`src/rtl/spi_cmd_regfile.sv`:
```
module spi_cmd_regfile #(
  parameter logic [15:0] REV_ID = 16'h00A3,
  parameter int SYNC = 2,
  parameter int NCFG = 10,
  parameter int CFGW = 12
) (
  input  logic        clk,
  input  logic        rst_n,
  input  logic        sck,
  input  logic        cs_n,
  input  logic        mosi,
  output logic        miso,
  input  logic [7:0]  flt_out01,
  input  logic [7:0]  flt_out23,
  input  logic [11:0] flt_gate,
  input  logic [11:0] flt_ign
);
  localparam int FLEN = 16;
  localparam int CW   = $clog2(FLEN + 2);
  localparam logic [CW-1:0] CMAX = CW'(FLEN + 1);
  localparam logic [15:0] ACK_WORD = 16'h0D0A;
  localparam logic [15:0] CHK_CMD  = 16'h0F00;

  logic [SYNC:0] sck_p, cs_p, mosi_p;
  logic [CW-1:0] cnt_q;
  logic [15:0]   rx_q, sh_q, reply_q, stat, rd_word, nxt;
  logic          chk_q, com_q;
  logic [NCFG-1:0][CFGW-1:0] cfg_q;
  logic [7:0]    f1_q, f2_q;
  logic [11:0]   f3_q, f4_q;
  logic [3:0]    s_out, s_gd, s_ign;

  always_ff @(posedge clk or negedge rst_n)
    if (!rst_n) begin
      sck_p  <= '0;
      cs_p   <= '1;
      mosi_p <= '0;
    end else begin
      sck_p  <= {sck_p[SYNC-1:0], sck};
      cs_p   <= {cs_p[SYNC-1:0], cs_n};
      mosi_p <= {mosi_p[SYNC-1:0], mosi};
    end

  wire sel    = ~cs_p[SYNC-1];
  wire sck_re = sel & sck_p[SYNC-1] & ~sck_p[SYNC];
  wire sck_fe = sel & ~sck_p[SYNC-1] & sck_p[SYNC];
  wire cs_fe  = ~cs_p[SYNC-1] & cs_p[SYNC];
  wire cs_re  = cs_p[SYNC-1] & ~cs_p[SYNC];
  wire good   = cs_re & (cnt_q == CW'(FLEN));
  wire bad    = cs_re & (cnt_q != CW'(FLEN));

  wire [3:0] cmd   = rx_q[15:12];
  wire [3:0] idx   = rx_q[7:4];
  wire       is_wr = (cmd >= 4'h1) && (cmd <= 4'hA);
  wire       is_rd = (cmd == 4'h0) && (rx_q[11:8] == 4'hA);
  wire       q_stat = is_wr || (is_rd && idx == 4'h0);

  assign miso = sh_q[15];

  always_comb begin
    for (int k = 0; k < 4; k++) begin
      s_gd[k]  = |f3_q[3*k +: 3];
      s_ign[k] = |f4_q[3*k +: 3];
    end
    s_out = {|f2_q[7:4], |f2_q[3:0], |f1_q[7:4], |f1_q[3:0]};
  end
  assign stat = {1'b0, com_q, 2'b00, s_ign, s_gd, s_out};

  always_comb begin
    rd_word = 16'h0000;
    case (idx)
      4'h0: rd_word = stat;
      4'h1: rd_word = {8'h00, f1_q};
      4'h2: rd_word = {8'h00, f2_q};
      4'h3: rd_word = {4'h0, f3_q};
      4'h4: rd_word = {4'h0, f4_q};
      4'hF: rd_word = chk_q ? ACK_WORD : REV_ID;
      default:
        for (int k = 0; k < NCFG; k++)
          if (idx == 4'(k + 5)) rd_word = 16'(cfg_q[k]);
    endcase
  end

  always_comb begin
    if (q_stat)     nxt = stat;
    else if (is_rd) nxt = rd_word;
    else            nxt = 16'h0000;
  end

  function automatic logic [CFGW-1:0] wmask(input logic [3:0] c);
    case (c)
      4'h3:    wmask = CFGW'(12'h0FF);
      4'h5:    wmask = CFGW'(12'h003);
      4'h9:    wmask = CFGW'(12'hF0F);
      default: wmask = '1;
    endcase
  endfunction

  always_ff @(posedge clk or negedge rst_n)
    if (!rst_n) begin
      cnt_q <= '0;
      rx_q  <= '0;
      sh_q  <= 16'h4000;
    end else begin
      if (cs_fe) begin
        cnt_q <= '0;
        sh_q  <= reply_q;
      end else begin
        if (sck_re) begin
          cnt_q <= (cnt_q == CMAX) ? CMAX : cnt_q + 1'b1;
          rx_q  <= {rx_q[14:0], mosi_p[SYNC-1]};
        end
        if (sck_fe) sh_q <= {sh_q[14:0], 1'b0};
      end
    end

  always_ff @(posedge clk or negedge rst_n)
    if (!rst_n) begin
      reply_q <= 16'h4000;
      chk_q   <= 1'b0;
      com_q   <= 1'b0;
      cfg_q   <= '0;
    end else if (good) begin
      reply_q <= nxt;
      chk_q   <= (rx_q == CHK_CMD);
      if (q_stat) com_q <= 1'b0;
      for (int k = 0; k < NCFG; k++)
        if (is_wr && cmd == 4'(k + 1)) cfg_q[k] <= rx_q[CFGW-1:0] & wmask(cmd);
    end else if (bad) begin
      com_q <= 1'b1;
    end

  wire clr1 = good & is_rd & (idx == 4'h1);
  wire clr2 = good & is_rd & (idx == 4'h2);
  wire clr3 = good & is_rd & (idx == 4'h3);
  wire clr4 = good & is_rd & (idx == 4'h4);

  always_ff @(posedge clk or negedge rst_n)
    if (!rst_n) begin
      f1_q <= '0;
      f2_q <= '0;
      f3_q <= '0;
      f4_q <= '0;
    end else begin
      f1_q <= clr1 ? flt_out01 : (f1_q | flt_out01);
      f2_q <= clr2 ? flt_out23 : (f2_q | flt_out23);
      f3_q <= clr3 ? flt_gate  : (f3_q | flt_gate);
      f4_q <= clr4 ? flt_ign   : (f4_q | flt_ign);
    end

  p_bad_keeps_reply_r1: assert property (@(posedge clk) disable iff (!rst_n)
    bad |=> ($stable(reply_q) && com_q));
  p_cfg_only_on_write_r3: assert property (@(posedge clk) disable iff (!rst_n)
    !(good && is_wr) |=> $stable(cfg_q));
  p_status_queued_r5: assert property (@(posedge clk) disable iff (!rst_n)
    (good && is_wr) |=> (reply_q == $past(stat)) && !com_q);
  p_fault_reload_r8: assert property (@(posedge clk) disable iff (!rst_n)
    clr1 |=> (f1_q == $past(flt_out01)) && (reply_q[7:0] == $past(f1_q)));
  p_cnt_bounded_r11: assert property (@(posedge clk) disable iff (!rst_n)
    cnt_q <= CMAX);
  p_shift_on_fall_r11: assert property (@(posedge clk) disable iff (!rst_n)
    (sck_fe && !cs_fe) |=> sh_q[15] == $past(sh_q[14]));
endmodule

```
`config.mk`:
```
export PLATFORM = sky130hd
export DESIGN_NAME = spi_cmd_regfile
export DESIGN_NICKNAME = d
export VERILOG_FILES = /design/src/rtl/spi_cmd_regfile.sv
export SDC_FILE = /design/constraint.sdc
export NUM_CORES = 1
export LEC_CHECK = 0
export BUFFER_PORTS_ARGS = -buffer_cell sky130_fd_sc_hd__buf_2
export CAP_MARGIN = 15
export CELL_PAD_IN_SITES_DETAIL_PLACEMENT = 1
export CELL_PAD_IN_SITES_GLOBAL_PLACEMENT = 1
export CORE_MARGIN = 2
export CORE_UTILIZATION = 31
export DETAILED_ROUTE_END_ITERATION = 10
export PLACE_DENSITY_LB_ADDON = 0.1
export REMOVE_ABC_BUFFERS = 1
export SYNTH_ARGS = -nofsm -noshare
export SYNTH_HDL_FRONTEND = slang
export SYNTH_SLANG_ARGS = --single-unit
```
`constraint.sdc`:
```
create_clock -name clk -period 3 [get_ports clk]
set_input_delay 0.15 -clock clk [delete_from_list [all_inputs] [get_ports clk]]
set_output_delay 0.15 -clock clk [all_outputs]
set_load 0.01 [all_outputs]
```
==> results.yml, run 1 <==
critical_path:
  slowest_stage: "dfrtp_4"
  endpoint_kind: "register"
  crit_fanout: 42
  path_cells: "buf_4, nor4_2, nand4_1, a21o_1, o221a_2, o31ai_1"
  setup.worst_path.start_class: "register"
  cp_slowest_stage_delay_ps: 710
  cp_num_buf_inv: 1
  path_delay_family: "compound AO/OA/AOI/OAI gates"
  crit_type: "register to register"
  arrival_ps: 2990
  cp-startpoint: "rx_q[4]"
  required_ps: 3430
  r2r_start: "rx_q[4]"
clock_network:
  cts.sinks: 220
  clkLatencyLatePin_ps: 530
  postCtsSetupBuffers: 0
  hold_buffers: 44
  numCtsBuffers: 26
  clkTransAtPathRegs_ps: 60
  cts_resized: 0
  root_buffer: "clkbuf_16"
  h-tree-depth: 1
  clk_path_buf_depth: 3
  cts_tree: "built"
timing:
  whs_ps: 225
  setup-violations-final: 0
  drv_slew: 0
  fmax_mhz: 391
  min_period_ps: 2560
  finClkSkew_ps: 11.2
  rsz0062_at_grt: "false"
  fin_crit_sh_pct: 85.4
  hold_violations: 0
  tightest_slew_ps: 841
  max-slew-margin-rel_pct: 43.4
  tns_ps: 0
  fin_ws_ps: 439
synthesis:
  synthTopCellsByCount: "dfrtp_1 (215), nand2_1 (154), o21ai_0 (140), a21o_1 (43), clkbuf_1 (43)"
  synth_area_leaders: "dfrtp_1 (53%), o21ai_0 (6.9%), nand2_1 (5.7%)"
  synth_edf_count: 0
  ys_seq_elements: 220
  syn_inst: 993
  ys_seq_area_share_pct: 54.2
  ys_types: 66
  syn_area_um2: 10200
  async_reset_ff_share_pct: 100
  ys.flop_type: "dfrtp_1"
  synth_top_area_share_pct: 52.9
  yosysWarnings: 0
  yosysMostFrequentCell: "dfrtp_1"
  syn_area_per_cell_um2: 10.2
  yosysTopAreaCell: "dfrtp_1"
layout:
  multiInputGateArea_um2: 4350
  area_growth_pct: 21.6
  design.final.nets: 1137
  diodes: 0
  drive_gt1_share_pct: 17.4
  fin_area_um2: 12400
  fin_cells: 1550
  regArea_um2: 5520
  fillers: 3667
placed_design:
  gp_congestion: 0.779
  dp_slack_ps: 443
  dp_hpwl_um: 24000
  dpl_cell_area_um2: 11100
  place_inst: 1459
  numPortBuffers: 45
power_and_ir_drop:
  vdd_drop_max_mv: 0.400
  cellLeakagePower_nw: 5.10
  power_density_nw_per_um2: 579
global_route:
  track_usage_pct: 20.8
  grt_pass1_wl_um: 53500
  grt_overflow: 0
  grt_max_degree: 80
  grt_antenna_before_repair: 0
  grt_pass1_vias: 8372
drt:
  drt_wl_total_um: 34800
  drtPass1Iterations: 5
  drc: 0
  vias: 8089
  drt_iter0_markers: 451
  drt-vias-per-instance: 5.22
  drtAntennaViolNets: 0
  wire_per_inst_um: 22.5
floorplanning:
  std_cell_rows: 66
  initial_utilization_pct: 31.4
  fp.dieW_um: 185
  core-area_um2: 32500
  fp.dieArea_um2: 34300
  dieHeight_um: 185
  io_pins: 46
run_status:
  status: "completed"
flow_run:
  maxCapViolations: 0
hold_path:
  worstHoldPathType: "input pin to async pin"
-- area by class of cell --
class | instances | share of cell area [%]
flip-flops and latches | 220 | 44.6
multi-input cells | 692 | 35.1
repair buffers | 140 | 8.76
clock buffers | 43 | 6.43
well taps | 442 | 4.47
clock inverters | 4 | 0.364
inverters | 9 | 0.273
-- power by group --
part,internal (W),total [W],switching (W)
Combinational,0.000338,0.000894,0.000556
Clock,0.00188,0.00313,0.00125
Sequential,0.00300,0.00314,0.000134
-- registers in the layout, indices dropped and copies added, names as in the netlist, 5 cells and up --
name     count
cfg_q      120
cnt_q        5
f1_q         8
f2_q         8
f3_q        12
f4_q        12
reply_q     13
rx_q        16
sh_q        16
-- cells by family (layout without fill, tap and decap cells) --
| logic type | after synthesis | count (layout) | share of synthesized area, % |
|---|---|---|---|
| compound gates | 324 | 324 | 20.4 |
| simple gates | 290 | 290 | 13.9 |
| flops | 220 | 220 | 54.2 |
| buf+inv | 81 | 196 | 3.26 |
| mux | 74 | 74 | 7.76 |
| fa+ha+maj | 3 | 3 | 0.369 |
| xor+xnor | 1 | 1 | 0.0861 |
-- layer usage --
| metal | routed length, um | GRT usage (%) | up-vias | part of all wire (%) |
|---|---|---|---|---|
| met3 | 993 | 2.42 | 42 | 2.9 |
| met2 | 16700 | 34.4 | 135 | 48 |
| met1 | 16200 | 28.9 | 4144 | 47 |
| li1 | - | - | 3768 | - |
| met5 | 0 | 0 | - | 0 |
| met4 | 851 | 5.21 | 0 | 2.4 |
-- per-stage QoR --
step / utilization [%] / total power [W]
finish: 38.1 / 0.00716
global route: 38.1 / 0.00747
CTS: 38.1 / 0.00728
detailed placement: 34.2 / 0.00405
global placement: 34.2 / 0.00404
floorplan: - / 0.00359
-- worst paths after layout --
path,to,slack (ps),depth (start not counted)
setup / recovery,reply_q[11],440,6
hold / removal,rx_q[9],220,2
setup reg to reg,reply_q[11],440,6
hold reg to reg,mosi_p[1],350,0
max in group asynchronous,reply_q[14],1960,3
min in group clk,mosi_p[0],260,2
-- placed cells by master (no fill, tap or decap), types with 12 or more instances in the layout --
cell type / instances
a21o_1: 43
a21oi_1: 27
a22oi_1: 13
and2_1: 21
buf_2: 44
buf_4: 49
clkbuf_16: 27
dfrtp_1: 212
dlygate4sd3_1: 44
mux2_2: 38
mux2i_1: 35
nand2_1: 154
nand2b_1: 12
nand3_1: 16
nor2_1: 26
nor2b_1: 16
nor3_1: 13
o21ai_0: 140
o22ai_1: 19
Power figures use the tool's default switching activity.
==> inputs of run 2 (changes only) <==
--- a/config.mk
+++ b/config.mk
@@ -5,12 +5,13 @@
 export SDC_FILE = /design/constraint.sdc
 export NUM_CORES = 1
 export LEC_CHECK = 0
-export BUFFER_PORTS_ARGS = -buffer_cell sky130_fd_sc_hd__buf_2
+export BUFFER_PORTS_ARGS = -buffer_cell sky130_fd_sc_hd__clkbuf_2
 export CAP_MARGIN = 15
 export CELL_PAD_IN_SITES_DETAIL_PLACEMENT = 1
 export CELL_PAD_IN_SITES_GLOBAL_PLACEMENT = 1
 export CORE_MARGIN = 2
 export CORE_UTILIZATION = 31
+export CTS_CLUSTER_SIZE = 14
 export DETAILED_ROUTE_END_ITERATION = 10
 export PLACE_DENSITY_LB_ADDON = 0.1
 export REMOVE_ABC_BUFFERS = 1
==> constraint.sdc (replaced) <==
create_clock -name clk -period 2.7 [get_ports clk]
set_input_delay 0.135 -clock clk [delete_from_list [all_inputs] [get_ports clk]]
set_output_delay 0.135 -clock clk [all_outputs]
set_load 0.01 [all_outputs]
==> results.yml, run 2 (synthesis gave the netlist of run 1 again) <==
run_status:
  status: "completed"
clock_network:
  clkTransAtPathRegs_ps: 50
  root_buffer: "clkbuf_16"
  clk_path_buf_depth: 3
  cts_tree: "built"
  h-tree-depth: 1
  numCtsBuffers: 27
  clkLatencyLatePin_ps: 540
  cts.sinks: 220
  cts_resized: 0
global_route:
  grt_pass1_vias: 8748
  grt_antenna_before_repair: 1
  grt_pass1_wl_um: 54400
  grt_max_degree: 57
  track_usage_pct: 21.1
  grt_overflow: 0
critical_path:
  endpoint_kind: "register"
  required_ps: 3090
  r2r_start: "rx_q[4]"
  r2r_slack_ps: 300
  reg2regPathDepth: 6
  arrival_ps: 2790
  setup.worst_path.start_class: "register"
  crit_type: "register to register"
  rr_endpoint: "reply_q[6]"
  crit_fanout: 20
power_and_ir_drop:
  vdd_drop_max_mv: 0.436
  cellLeakagePower_nw: 5.20
  power_w: 0.00809
  power_density_nw_per_um2: 646
timing:
  drv_slew: 0
  tightest_slew_ps: 741
  rsz0062_at_grt: "false"
  min_period_ps: 2400
  finClkSkew_ps: 13.9
  fmax_mhz: 417
  fin_crit_sh_pct: 88.9
  max-slew-margin-rel_pct: 50.1
  setup-violations-final: 0
  hold_violations: 0
layout:
  fillers: 3613
  largest_reg_flops: 120
  top_regs: "cfg_q (120), rx_q (16), sh_q (16)"
  design.final.nets: 1154
  layout_common_cells: "dfrtp_1 (212), nand2_1 (154), o21ai_0 (140), buf_4 (63)"
  area_growth_pct: 23.2
  drive_gt1_share_pct: 18.5
  fin_area_um2: 12500
  diodes: 0
  final_common_cell: "dfrtp_1"
  fin_cells: 1565
  top_register: "cfg_q"
placed_design:
  place_inst: 1475
  numPortBuffers: 45
  dpl_cell_area_um2: 11200
  dp_hpwl_um: 24400
  gp_congestion: 0.855
floorplanning:
  std_cell_rows: 66
  initial_utilization_pct: 31.4
  fp.dieW_um: 185
  dieHeight_um: 185
  core-area_um2: 32500
  io_pins: 46
  fp.dieArea_um2: 34300
drt:
  drt_iter0_markers: 379
  drtPass1Iterations: 4
  wire_per_inst_um: 22.5
  drtAntennaViolNets: 0
  drt_wl_total_um: 35200
  drt-vias-per-instance: 5.16
  vias: 8072
  drc: 0
hold_path:
  worstHoldPathType: "input pin to async pin"
flow_run:
  maxCapViolations: 0
[run 2: cell types whose count changed in the layout (fill, tap and decap cells not counted), sizes merged]
cell,before,now
buf,96,68
clkbuf,43,86
bufinv,1,2
clkinv,4,3
[run 2: worst max-delay path by stage]
| stage | depth (start not counted) | slack (ps) | start | end |
|---|---|---|---|---|
| global route | 8 | 160 | cnt_q[0] | reply_q[9] |
| finish | 6 | 300 | rx_q[4] | reply_q[6] |
| global placement | 6 | 360 | rx_q[4] | reply_q[11] |
| floorplan | 3 | -690 | rx_q[4] | f3_q[0] |
| detailed placement | 4 | 320 | rx_q[13] | f2_q[2] |
| CTS | 7 | 300 | cnt_q[0] | reply_q[6] |
[run 2: routing by layer]
metal | wire length [um] | global-route usage [%] | share of wire (%) | vias to the layer above
li1 | - | - | - | 3810
met1 | 16700 | 28.6 | 47 | 4099
met2 | 16600 | 35.9 | 47 | 111
met3 | 916 | 2.34 | 2.6 | 52
met4 | 994 | 5.68 | 2.8 | 0
met5 | 0 | 0 | 0 | -
[run 2: power by group]
part / internal, W / total (W) / switching (W)
clock: 0.00215 / 0.00356 / 0.00140
sequential: 0.00334 / 0.00344 / 0.000102
combinational: 0.000415 / 0.00110 / 0.000680
total: 0.00591 / 0.00809 / 0.00219
[run 2: cell type report]
type,count,area (um2),area share [%]
tap,442,553,4.41
multi-input combinational,692,4350,34.7
sequential,220,5520,44.0
clock buffer,42,782,6.24
inverter,9,33.8,0.270
clock inverter,4,70.1,0.559
timing repair buffer,156,1230,9.81
[run 2: through the flow]
step	hold slack [ps]	util [%]	setup TNS [ps]	worst slack, ps
finish	116	38.6	0	301
global route	143	38.6	0	159
CTS	129	38.6	0	297
detailed placement	93.6	34.6	0	316
global placement	102	34.6	0	361
floorplan	-161	-	-17020	-690
[run 2: what timing repair did]
action                                 in CTS  in global routing
buffers inserted                            0                  0
endpoints found under the hold margin     240                  0
hold buffers                               44                  0
[run 2: critical path, cell delays in order (launching register included)]
cell       delay (ps)
dfrtp_4           600
buf_4             270
or2_2             400
nor2_1            280
a2bb2oi_1         110
a221oi_1          400
o21ai_0           160
==> inputs of run 3 (changes only) <==
--- a/config.mk
+++ b/config.mk
@@ -8,10 +8,9 @@
 export BUFFER_PORTS_ARGS = -buffer_cell sky130_fd_sc_hd__clkbuf_2
 export CAP_MARGIN = 15
 export CELL_PAD_IN_SITES_DETAIL_PLACEMENT = 1
-export CELL_PAD_IN_SITES_GLOBAL_PLACEMENT = 1
+export CELL_PAD_IN_SITES_GLOBAL_PLACEMENT = 2
 export CORE_MARGIN = 2
 export CORE_UTILIZATION = 31
-export CTS_CLUSTER_SIZE = 14
 export DETAILED_ROUTE_END_ITERATION = 10
 export PLACE_DENSITY_LB_ADDON = 0.1
 export REMOVE_ABC_BUFFERS = 1
==> results.yml, run 3 (synthesis gave the netlist of run 1 again) <==
run_status:
  status: "completed"
power_and_ir_drop:
  power_w: 0.00839
  power_density_nw_per_um2: 664
  switching_power_w: 0.00225
  cellLeakagePower_nw: 5.23
  seq_power_share_pct: 41.3
  p_clk_share_pct: 45.5
  swShare_pct: 26.9
  p_int_w: 0.00613
  power_frac_comb_pct: 13.2
  vdd_drop_max_mv: 0.421
floorplanning:
  dieHeight_um: 185
  initial_utilization_pct: 31.4
  core-area_um2: 32500
  std_cell_rows: 66
  fp.dieArea_um2: 34300
  io_pins: 46
  fp.dieW_um: 185
layout:
  layout_common_cells: "dfrtp_1 (212), nand2_1 (154), o21ai_0 (140), buf_4 (61)"
  top_register: "cfg_q"
  area_growth_pct: 24.2
  final_common_cell: "dfrtp_1"
  design.final.nets: 1154
  drive_gt1_share_pct: 19.0
  top_regs: "cfg_q (120), rx_q (16), sh_q (16)"
  fillers: 3604
  largest_reg_flops: 120
drt:
  wire_per_inst_um: 22.2
  drt_iter0_markers: 449
  drtPass1Iterations: 5
  drc: 0
  drt_wl_total_um: 34900
  drtAntennaViolNets: 0
  vias: 8048
  drt-vias-per-instance: 5.13
timing:
  fin_crit_sh_pct: 88.0
  tightest_slew_ps: 859
  whs_ps: 171
  rsz0062_at_grt: "false"
  max-slew-margin-rel_pct: 42.2
  tns_ps: 0
  hold_violations: 0
  fin_ws_ps: 325
  drv_slew: 0
  finClkSkew_ps: 20.9
  fmax_mhz: 421
  setup-violations-final: 0
  min_period_ps: 2380
global_route:
  grt_antenna_before_repair: 1
  track_usage_pct: 20.8
  grt_pass1_vias: 8504
  grt_overflow: 0
  grt_max_degree: 70
  grt_pass1_wl_um: 53500
critical_path:
  arrival_ps: 2830
  cp-startpoint: "rx_q[5]"
  r2r_start: "rx_q[5]"
  rr_endpoint: "reply_q[1]"
  setup.worst_path.start_class: "register"
  reg2regPathDepth: 7
  required_ps: 3150
  endpoint_kind: "register"
  crit_type: "register to register"
  crit_fanout: 26
  r2r_slack_ps: 320
clock_network:
  h-tree-depth: 1
  numCtsBuffers: 27
  clkTransAtPathRegs_ps: 60
  cts.sinks: 220
  clkLatencyLatePin_ps: 550
  clk_path_buf_depth: 3
  root_buffer: "clkbuf_16"
  cts_tree: "built"
flow_run:
  maxCapViolations: 0
placed_design:
  numPortBuffers: 45
  dp_slack_ps: 394
  dp_hpwl_um: 24500
  gp_congestion: 0.809
hold_path:
  worstHoldPathType: "input pin to async pin"
run 3: layout make-up:
class | instances | area, um2 | share of cell area, %
Sequential cell | 220 | 5520 | 43.7
Multi-Input combinational cell | 692 | 4350 | 34.4
Timing Repair Buffer | 156 | 1250 | 9.92
Clock buffer | 40 | 774 | 6.13
Tap cell | 442 | 553 | 4.38
Clock inverter | 9 | 154 | 1.22
Inverter | 9 | 33.8 | 0.267
Antenna cell | 1 | 2.50 | 0.0198
run 3: how the worst max path moves through the flow:
stage / end / slack (ps) / cells past startpoint
floorplan: f3_q[0] / -690 / 3
global placement: reply_q[8] / 410 / 6
detailed placement: reply_q[8] / 390 / 6
CTS: reply_q[8] / 360 / 6
global route: reply_q[9] / 220 / 6
finish: reply_q[1] / 320 / 7
run 3: power groups by stage:
stage	Combinational [W]	Sequential, W	Clock, W
final	0.00111	0.00346	0.00382
after global routing	0.00121	0.00347	0.00406
after CTS	0.00112	0.00346	0.00393
after detailed placement	0.00106	0.00352	0
after global placement	0.00106	0.00352	0
after floorplan	0.000447	0.00354	0
run 3: metal layers:
layer,track usage (%),wire length [um]
met2,34.9,16700
met3,2.77,1090
met4,5.68,853
met1,28.1,16300
met5,0,0
run 3: repair_timing:
action | 4_1_cts | 5_1_grt
resized for setup | 0 | 0
setup endpoints to repair | 0 | 0
hold endpoints to repair | 108 | 0
buffers inserted | 0 | 0
hold buffers | 44 | 0
run 3: critical path, stage by stage, from the launching register on:
cell and delay (ps):
dfrtp_2 730, buf_12 220, a21oi_1 50, a211o_1 280, a222oi_1 510, nor3_1 160
buf_4 180, o21ai_0 140
run 3: metrics by stage:
stage                     util (%)  instance area, um2  std cells
after floorplan                  -                9880        921
after global placement        34.7               11300       1475
after detailed placement      34.7               11300       1475
after CTS                     38.9               12600       1568
after global routing          38.9               12600       1568
final                         38.9               12600       1569
